===== src/rtl/rngc_pkg.sv =====
`timescale 1ns/1ps
package rngc_pkg;
  localparam int BUS_W = 32;

  // register byte offsets
  localparam logic [7:0] REG_VER  = 8'h00;
  localparam logic [7:0] REG_CMD  = 8'h04;
  localparam logic [7:0] REG_CTL  = 8'h08;
  localparam logic [7:0] REG_STAT = 8'h0C;
  localparam logic [7:0] REG_ERR  = 8'h10;
  localparam logic [7:0] REG_FIFO = 8'h14;

  // command bits
  localparam int CMD_TEST   = 0;
  localparam int CMD_SEED   = 1;
  localparam int CMD_CLRINT = 4;
  localparam int CMD_CLRERR = 5;

  // control bits
  localparam int CTL_AUTO  = 4;
  localparam int CTL_MDONE = 5;
  localparam int CTL_MERR  = 6;

  // status bits
  localparam int ST_TDONE  = 4;
  localparam int ST_SDONE  = 5;
  localparam int ST_LVL_LO = 8;
  localparam int ST_ERR    = 16;

  // error code bits
  localparam int ERR_EMPTY = 0;
  localparam int ERR_STAT  = 3;

  typedef enum logic [1:0] {OP_IDLE, OP_SEED, OP_TEST} opState_e;

  typedef struct packed {
    logic pop;
    logic fillEn;
    logic reseed;
  } dpStrobe_t;
endpackage


===== src/rtl/rngc_datapath.sv =====
`timescale 1ns/1ps
module rngc_datapath
  import rngc_pkg::*;
#(
  parameter int              DEPTH     = 15,
  parameter int              LVL_W     = 4,
  parameter logic [BUS_W-1:0] LFSR_POLY = 32'h8020_0003
) (
  input  logic             clk,
  input  logic             rstN,
  input  dpStrobe_t        strobe,
  output logic [LVL_W-1:0] level,
  output logic [BUS_W-1:0] headWord
);
  localparam int PTR_W = (DEPTH > 1) ? $clog2(DEPTH) : 1;
  localparam logic [BUS_W-1:0] LFSR_INIT = 32'h1ACE_B00C;

  logic [BUS_W-1:0] lfsr;
  logic [BUS_W-1:0] mixCnt;
  logic [BUS_W-1:0] stepped;
  logic [BUS_W-1:0] stirred;
  logic [BUS_W-1:0] mem [DEPTH];
  logic [PTR_W-1:0] wrPtr, rdPtr;
  logic             doPush;

  function automatic logic [BUS_W-1:0] lfsrStep(input logic [BUS_W-1:0] x);
    return x[0] ? ((x >> 1) ^ LFSR_POLY) : (x >> 1);
  endfunction

  function automatic logic [PTR_W-1:0] ptrNext(input logic [PTR_W-1:0] p);
    return (p == PTR_W'(DEPTH - 1)) ? '0 : p + 1'b1;
  endfunction

  assign stepped = lfsrStep(lfsr);
  assign stirred = stepped ^ mixCnt;
  assign doPush  = strobe.fillEn && (level < LVL_W'(DEPTH));

  // entropy stub: free running LFSR, stirred on each good seed
  always_ff @(posedge clk) begin
    if (!rstN) begin
      lfsr   <= LFSR_INIT;
      mixCnt <= '0;
    end else begin
      mixCnt <= mixCnt + 1'b1;
      if (strobe.reseed)
        lfsr <= (stirred == '0) ? BUS_W'(1) : stirred;
      else
        lfsr <= stepped;
    end
  end

  always_ff @(posedge clk) begin
    if (doPush) mem[wrPtr] <= lfsr;
  end

  always_ff @(posedge clk) begin
    if (!rstN) begin
      wrPtr <= '0;
      rdPtr <= '0;
      level <= '0;
    end else begin
      if (doPush) wrPtr <= ptrNext(wrPtr);
      if (strobe.pop) rdPtr <= ptrNext(rdPtr);
      case ({doPush, strobe.pop})
        2'b10:   level <= level + 1'b1;
        2'b01:   level <= level - 1'b1;
        default: level <= level;
      endcase
    end
  end

  assign headWord = mem[rdPtr];
endmodule


===== src/rtl/rngc_ctrl.sv =====
`timescale 1ns/1ps
module rngc_ctrl
  import rngc_pkg::*;
#(
  parameter int         ADDR_W       = 8,
  parameter int         LVL_W        = 4,
  parameter int         SEED_CYCLES  = 64,
  parameter int         TEST_CYCLES  = 32,
  parameter int         RESEED_WORDS = 5 * (1 << 20),
  parameter logic [3:0] VER_TYPE     = 4'd2,
  parameter logic [7:0] VER_MAJ      = 8'd3,
  parameter logic [7:0] VER_MIN      = 8'd1
) (
  input  logic              clk,
  input  logic              rstN,
  input  logic [ADDR_W-1:0] busAddr,
  input  logic              busWrEn,
  input  logic [BUS_W-1:0]  busWrData,
  input  logic              busRdEn,
  output logic [BUS_W-1:0]  busRdData,
  input  logic              statFailInj,
  input  logic [LVL_W-1:0]  fifoLevel,
  input  logic [BUS_W-1:0]  fifoHead,
  output dpStrobe_t         strobe,
  output logic              irq,
  output logic              errFlag,
  output logic              opBusy,
  output logic [1:0]        doneBits
);
  localparam int OP_MAX = (SEED_CYCLES > TEST_CYCLES) ? SEED_CYCLES : TEST_CYCLES;
  localparam int OPC_W  = $clog2(OP_MAX + 1);
  localparam int WC_W   = $clog2(RESEED_WORDS + 1);

  opState_e         opState;
  logic [OPC_W-1:0] opCnt;
  logic [WC_W-1:0]  wordCnt;
  logic             ctrlAuto, maskDone, maskErr;
  logic             testDone, seedDone, errStat, errEmpty, seeded;
  logic             cmdWr, ctlWr, fifoRd, popOk, emptyRd, idle;
  logic             startTest, startSeed, autoTrig, opEnd, seedEnd, testEnd;
  logic             clrErrCmd, clrIntCmd;
  logic [OPC_W-1:0] curLast;
  logic [BUS_W-1:0] rdMux;

  assign idle      = (opState == OP_IDLE);
  assign cmdWr     = busWrEn && (busAddr == ADDR_W'(REG_CMD));
  assign ctlWr     = busWrEn && (busAddr == ADDR_W'(REG_CTL));
  assign fifoRd    = busRdEn && (busAddr == ADDR_W'(REG_FIFO));
  assign popOk     = fifoRd && (fifoLevel != '0);
  assign emptyRd   = fifoRd && (fifoLevel == '0);
  assign errFlag   = errStat | errEmpty;
  assign autoTrig  = ctrlAuto && (wordCnt >= WC_W'(RESEED_WORDS));
  assign startTest = idle && cmdWr && busWrData[CMD_TEST];
  assign startSeed = idle && !startTest && ((cmdWr && busWrData[CMD_SEED]) || autoTrig);
  assign curLast   = (opState == OP_SEED) ? OPC_W'(SEED_CYCLES - 1) : OPC_W'(TEST_CYCLES - 1);
  assign opEnd     = !idle && (opCnt == curLast);
  assign seedEnd   = opEnd && (opState == OP_SEED);
  assign testEnd   = opEnd && (opState == OP_TEST);
  assign clrErrCmd = cmdWr && busWrData[CMD_CLRERR];
  assign clrIntCmd = cmdWr && busWrData[CMD_CLRINT] && !errFlag;

  // operation sequencer
  always_ff @(posedge clk) begin
    if (!rstN) begin
      opState <= OP_IDLE;
      opCnt   <= '0;
    end else if (startTest) begin
      opState <= OP_TEST;
      opCnt   <= '0;
    end else if (startSeed) begin
      opState <= OP_SEED;
      opCnt   <= '0;
    end else if (opEnd) begin
      opState <= OP_IDLE;
    end else if (!idle) begin
      opCnt <= opCnt + 1'b1;
    end
  end

  // completion and error flags: a setting event wins over a clear
  always_ff @(posedge clk) begin
    if (!rstN) begin
      testDone <= 1'b0;
      seedDone <= 1'b0;
      errStat  <= 1'b0;
      errEmpty <= 1'b0;
      seeded   <= 1'b0;
    end else begin
      if (clrErrCmd) begin
        testDone <= 1'b0;
        seedDone <= 1'b0;
        errStat  <= 1'b0;
        errEmpty <= 1'b0;
      end else if (clrIntCmd) begin
        testDone <= 1'b0;
        seedDone <= 1'b0;
      end
      if (seedEnd) begin
        seedDone <= 1'b1;
        seeded   <= !statFailInj;
        if (statFailInj) errStat <= 1'b1;
      end
      if (testEnd) begin
        testDone <= 1'b1;
        if (statFailInj) errStat <= 1'b1;
      end
      if (emptyRd) errEmpty <= 1'b1;
    end
  end

  // words served since the last seed started
  always_ff @(posedge clk) begin
    if (!rstN)
      wordCnt <= '0;
    else if (startSeed)
      wordCnt <= '0;
    else if (popOk && (wordCnt < WC_W'(RESEED_WORDS)))
      wordCnt <= wordCnt + 1'b1;
  end

  always_ff @(posedge clk) begin
    if (!rstN) begin
      ctrlAuto <= 1'b0;
      maskDone <= 1'b0;
      maskErr  <= 1'b0;
    end else if (ctlWr) begin
      ctrlAuto <= busWrData[CTL_AUTO];
      maskDone <= busWrData[CTL_MDONE];
      maskErr  <= busWrData[CTL_MERR];
    end
  end

  always_comb begin
    rdMux = '0;
    case (busAddr)
      ADDR_W'(REG_VER): begin
        rdMux[31:28] = VER_TYPE;
        rdMux[15:8]  = VER_MAJ;
        rdMux[7:0]   = VER_MIN;
      end
      ADDR_W'(REG_CTL): begin
        rdMux[CTL_AUTO]  = ctrlAuto;
        rdMux[CTL_MDONE] = maskDone;
        rdMux[CTL_MERR]  = maskErr;
      end
      ADDR_W'(REG_STAT): begin
        rdMux[ST_TDONE]              = testDone;
        rdMux[ST_SDONE]              = seedDone;
        rdMux[ST_LVL_LO +: LVL_W]    = fifoLevel;
        rdMux[ST_ERR]                = errFlag;
      end
      ADDR_W'(REG_ERR): begin
        rdMux[ERR_EMPTY] = errEmpty;
        rdMux[ERR_STAT]  = errStat;
      end
      ADDR_W'(REG_FIFO): rdMux = (fifoLevel != '0) ? fifoHead : '0;
      default: rdMux = '0;
    endcase
  end

  always_ff @(posedge clk) begin
    if (!rstN)        busRdData <= '0;
    else if (busRdEn) busRdData <= rdMux;
  end

  assign strobe.pop    = popOk;
  assign strobe.fillEn = seeded && idle;
  assign strobe.reseed = seedEnd && !statFailInj;

  assign irq      = ((testDone | seedDone) & ~maskDone) | (errFlag & ~maskErr);
  assign opBusy   = !idle;
  assign doneBits = {seedDone, testDone};
endmodule


===== src/rtl/rngc_top.sv =====
`timescale 1ns/1ps
module rngc_top
  import rngc_pkg::*;
#(
  parameter int               ADDR_W       = 8,
  parameter int               FIFO_DEPTH   = 15,
  parameter int               SEED_CYCLES  = 64,
  parameter int               TEST_CYCLES  = 32,
  parameter int               RESEED_WORDS = 5 * (1 << 20),
  parameter logic [3:0]       VER_TYPE     = 4'd2,
  parameter logic [7:0]       VER_MAJ      = 8'd3,
  parameter logic [7:0]       VER_MIN      = 8'd1,
  parameter logic [31:0]      LFSR_POLY    = 32'h8020_0003
) (
  input  logic              clk,
  input  logic              rstN,
  input  logic [ADDR_W-1:0] busAddr,
  input  logic              busWrEn,
  input  logic [31:0]       busWrData,
  input  logic              busRdEn,
  output logic [31:0]       busRdData,
  input  logic              statFailInj,
  output logic              irq
);
  localparam int LVL_W = $clog2(FIFO_DEPTH + 1);

  dpStrobe_t        strobe;
  logic [LVL_W-1:0] fifoLevel;
  logic [31:0]      fifoHead;
  logic             errFlag;
  logic             opBusy;
  logic [1:0]       doneBits;

  rngc_ctrl #(
    .ADDR_W(ADDR_W), .LVL_W(LVL_W), .SEED_CYCLES(SEED_CYCLES),
    .TEST_CYCLES(TEST_CYCLES), .RESEED_WORDS(RESEED_WORDS),
    .VER_TYPE(VER_TYPE), .VER_MAJ(VER_MAJ), .VER_MIN(VER_MIN)
  ) u_ctrl (
    .clk(clk), .rstN(rstN), .busAddr(busAddr), .busWrEn(busWrEn),
    .busWrData(busWrData), .busRdEn(busRdEn), .busRdData(busRdData),
    .statFailInj(statFailInj), .fifoLevel(fifoLevel), .fifoHead(fifoHead),
    .strobe(strobe), .irq(irq), .errFlag(errFlag), .opBusy(opBusy),
    .doneBits(doneBits)
  );

  rngc_datapath #(
    .DEPTH(FIFO_DEPTH), .LVL_W(LVL_W), .LFSR_POLY(LFSR_POLY)
  ) u_dp (
    .clk(clk), .rstN(rstN), .strobe(strobe),
    .level(fifoLevel), .headWord(fifoHead)
  );
endmodule


===== config.mk =====
export PLATFORM = sky130hd
export DESIGN_NAME = rngc_top
export DESIGN_NICKNAME = d
export VERILOG_FILES = /design/src/rtl/rngc_pkg.sv /design/src/rtl/rngc_datapath.sv /design/src/rtl/rngc_ctrl.sv /design/src/rtl/rngc_top.sv
export SDC_FILE = /design/constraint.sdc
export NUM_CORES = 1
export LEC_CHECK = 0
export ABC_CLOCK_PERIOD_IN_PS = 11230
export BUFFER_PORTS_ARGS = -buffer_cell sky130_fd_sc_hd__buf_2
export CORE_MARGIN = 2
export CORE_UTILIZATION = 59
export CTS_BUF_LIST = sky130_fd_sc_hd__clkbuf_4 sky130_fd_sc_hd__clkbuf_8 sky130_fd_sc_hd__clkbuf_16
export DETAILED_ROUTE_END_ITERATION = 16
export MAX_ROUTING_LAYER = met4
export PLACE_DENSITY = 0.76
export SLEW_MARGIN = 0
export SYNTH_ARGS = -nofsm -noshare
export SYNTH_HDL_FRONTEND = slang
export SYNTH_HIERARCHICAL = 1
export SYNTH_SLANG_ARGS = --single-unit

===== constraint.sdc =====
create_clock -name clk -period 11.23 [get_ports clk]
set_input_delay 0 -clock clk [delete_from_list [all_inputs] [get_ports clk]]
set_output_delay 0 -clock clk [all_outputs]
set_load 0.1 [all_outputs]

==> results.md <==
- ANT cells: 0
- Mapped Cells: 1,614
- First-pass GRT wire length: 83,200 µm
- Fin crit share: 38.3%
- First DRT Iteration DRCs: 1,465
- H-tree depth: 2
- Layout area overhead: 12.6%
- RD Place Congestion: 0.862
- Final slew viol count: 0
- Net count after synthesis: 1,666
- Sink Count: 632
- Cell Chain, Critical Path: buf_4 -> buf_4 -> mux4_2 -> mux4_2 -> nand2_1 -> o22ai_1 -> nand3_1 -> dlygate4sd3_1 -> a21boi_0
- Vias in the first global route: 14,000
- CP Capture Type: flip-flop
- Drt first pass iters: 5
- Warnings from Yosys: 6
- Status: completed
- CP required: 11.73 ns
- Root buffer cell: clkbuf_16
- Wire length per cell: 23.9 µm
- Initial antenna violation count: 0
- Fin crit period: 4.31 ns
- CP max FO: 39
- Syn Std Cell Area: 25,300 µm²
- CP Launch Type: flip-flop
- Worst-path clk slew: 0.06 ns
- PD cells: 165 nW/µm²
- Total CTS buffers: 59
- Worst Hold Class: input port to flip-flop
- Vias: 14,300
- Placed Cells: 2,138
- Worst vdd ir: 0.000136 V
- Initial core utilization: 60.1%
- Placed cell area: 26,200 µm²
- Clock buffer depth: 3
- Final hold viol count: 0
- Drt via density: 6.28
- CP Class: flip-flop to flip-flop
- Total grt overflow: 0
- Max_cap viols: 0
- Share of cells above drive strength 1: 19.5%
- Syn avg cell area: 15.7 µm²
- Final setup vio count: 0
- RSZ-0062 raised after global routing: false
- Crit path DAT: 4.80 ns
- Clock skew: 0.0290 ns
- Hold Startpoint: busAddr[5]
- Largest net degree at the start of global routing: 73
- Post-route insts no fill: 2,280
- CTS tree: yes
- P_leak: 8.86 nW
- FF-to-FF path depth: 9
- Detailed Route WL: 54,500 µm
- Global-route usage over all layers: 25.8%
- Worst skew pair latency: 0.62 ns
- Core Area: 42,100 µm²
- F_max: 232 MHz
- PortBufs: 50
- Aggregate negative setup slack: 0 ns
- CP max-delay cell: buf_4
- Ports: 78
- Relative slew slack: 24.0%
- Die Ht: 211 µm
- Final design utilization: 67.7%
- Worst path max stage delay: 0.69 ns
- Row cnt: 75
- Worst hold stages: 6
- Post-route cell area: 28,500 µm²
- Slew @ Worst Pin: 1.14 ns
- DP HPWL: 30,100 µm
- DRC violations left: 0
- Die width: 211 µm
- ANT nets after route: 0
- Die footprint: 44,600 µm²
- Setup Fix Bufs, Post-CTS: 0
- Net count, final: 1,742
-- placed cells by master (no fill, tap or decap), drive strengths merged, types with 3 or more instances in the layout --
| master | instances |
|---|---|
| mux4 | 128 |
| a21oi | 71 |
| a31oi | 4 |
| or2 | 4 |
| clkbuf | 77 |
| clkinv | 20 |
| nor4 | 18 |
| nand3b | 5 |
| o22ai | 3 |
| bufinv | 8 |
| and2 | 4 |
| a21boi | 5 |
| buf | 77 |
| o31ai | 13 |
| nor2b | 49 |
| nand4 | 19 |
| and3 | 21 |
| clkinvlp | 6 |
| xor2 | 62 |
| xnor2 | 30 |
| edfxtp | 480 |
| a22oi | 4 |
| or3 | 15 |
| nand3 | 30 |
| inv | 23 |
| nand2 | 101 |
| mux2i | 43 |
| dfxtp | 152 |
| nor2 | 77 |
| nor3 | 20 |
| dlygate4sd3 | 30 |
| or4 | 16 |
| a32oi | 6 |
| nor3b | 3 |
| o21ai | 80 |
| ha | 7 |
| and4 | 3 |
| nand2b | 10 |
-- final timing paths --
kind	to	slack, ns
worst max-delay path	u_ctrl/busRdData[4]	6.92
worst min-delay path	u_ctrl/errEmpty	0.04
worst max register to register	u_ctrl/busRdData[4]	6.92
worst min register to register	u_ctrl/busRdData[10]	0.48
-- routing by layer --
| metal | part of all wire (%) | vias to the layer above | global-route usage (%) |
|---|---|---|---|
| li1 | - | 6363 | - |
| met1 | 41 | 7348 | 35.0 |
| met2 | 50 | 525 | 41.8 |
| met3 | 7.2 | 83 | 4.07 |
| met4 | 1.7 | 0 | 5.83 |
| met5 | 0 | - | - |
-- area by class of cell --
cell class	count	area, µm²
Clock inverter	35	395
Sequential cell	632	17500
Multi-Input combinational cell	868	7510
Fill cell	2713	13600
Timing Repair Buffer	107	753
Inverter	22	82.6
Tap cell	539	674
Clock buffer	77	1650
-- flip-flops by register name (all words and copies together), names as in the netlist, named ones only --
register / cells
u_ctrl/errEmpty: 1
u_dp/mixCnt: 32
u_dp/rdPtr: 4
u_dp/mem: 480
u_dp/level: 4
u_dp/lfsr: 32
u_ctrl/opCnt: 7
u_ctrl/testDone: 1
u_ctrl/errStat: 1
u_ctrl/maskDone: 1
u_dp/wrPtr: 4
u_ctrl/seeded: 1
u_ctrl/ctrlAuto: 1
u_ctrl/opState: 2
u_ctrl/maskErr: 1
u_ctrl/busRdData: 32
u_ctrl/seedDone: 1
u_ctrl/wordCnt: 23
-- per-stage QoR --
stage | setup WS, ns | total power (W) | hold WS, ns
5_1_grt | 6.65 | 0.00482 | 0.0810
6_report | 6.92 | 0.00469 | 0.0421
2_1_floorplan | 6.67 | 0.00264 | 0.156
3_3_place_gp | 7.45 | 0.00267 | 0.274
3_5_place_dp | 7.42 | 0.00267 | 0.282
4_1_cts | 6.88 | 0.00472 | 0.000746
-- critical path: cells and delay by family, from the launching register on --
family                 cells  cell delay (ns)
AND/OR/NAND/NOR            2             0.20
buffers and inverters      3             1.92
AO/OA/AOI/OAI              2             0.17
multiplexers               2             1.14
flip-flops                 1             0.63
-- where the power goes --
| part | total, W | internal [W] | switching [W] |
|---|---|---|---|
| Combinational | 0.0000633 | 0.0000235 | 0.0000399 |
| Sequential | 0.00257 | 0.00253 | 0.0000408 |
| Clock | 0.00207 | 0.00122 | 0.000845 |
| Total | 0.00469 | 0.00377 | 0.000926 |
-- what timing repair did --
action	in CTS	in global routing
setup endpoints to repair	0	0
gates resized for setup	0	0
hold endpoints to repair	26	0
hold buffers	30	0
No activity file was read; power rests on OpenSTA's default activity.
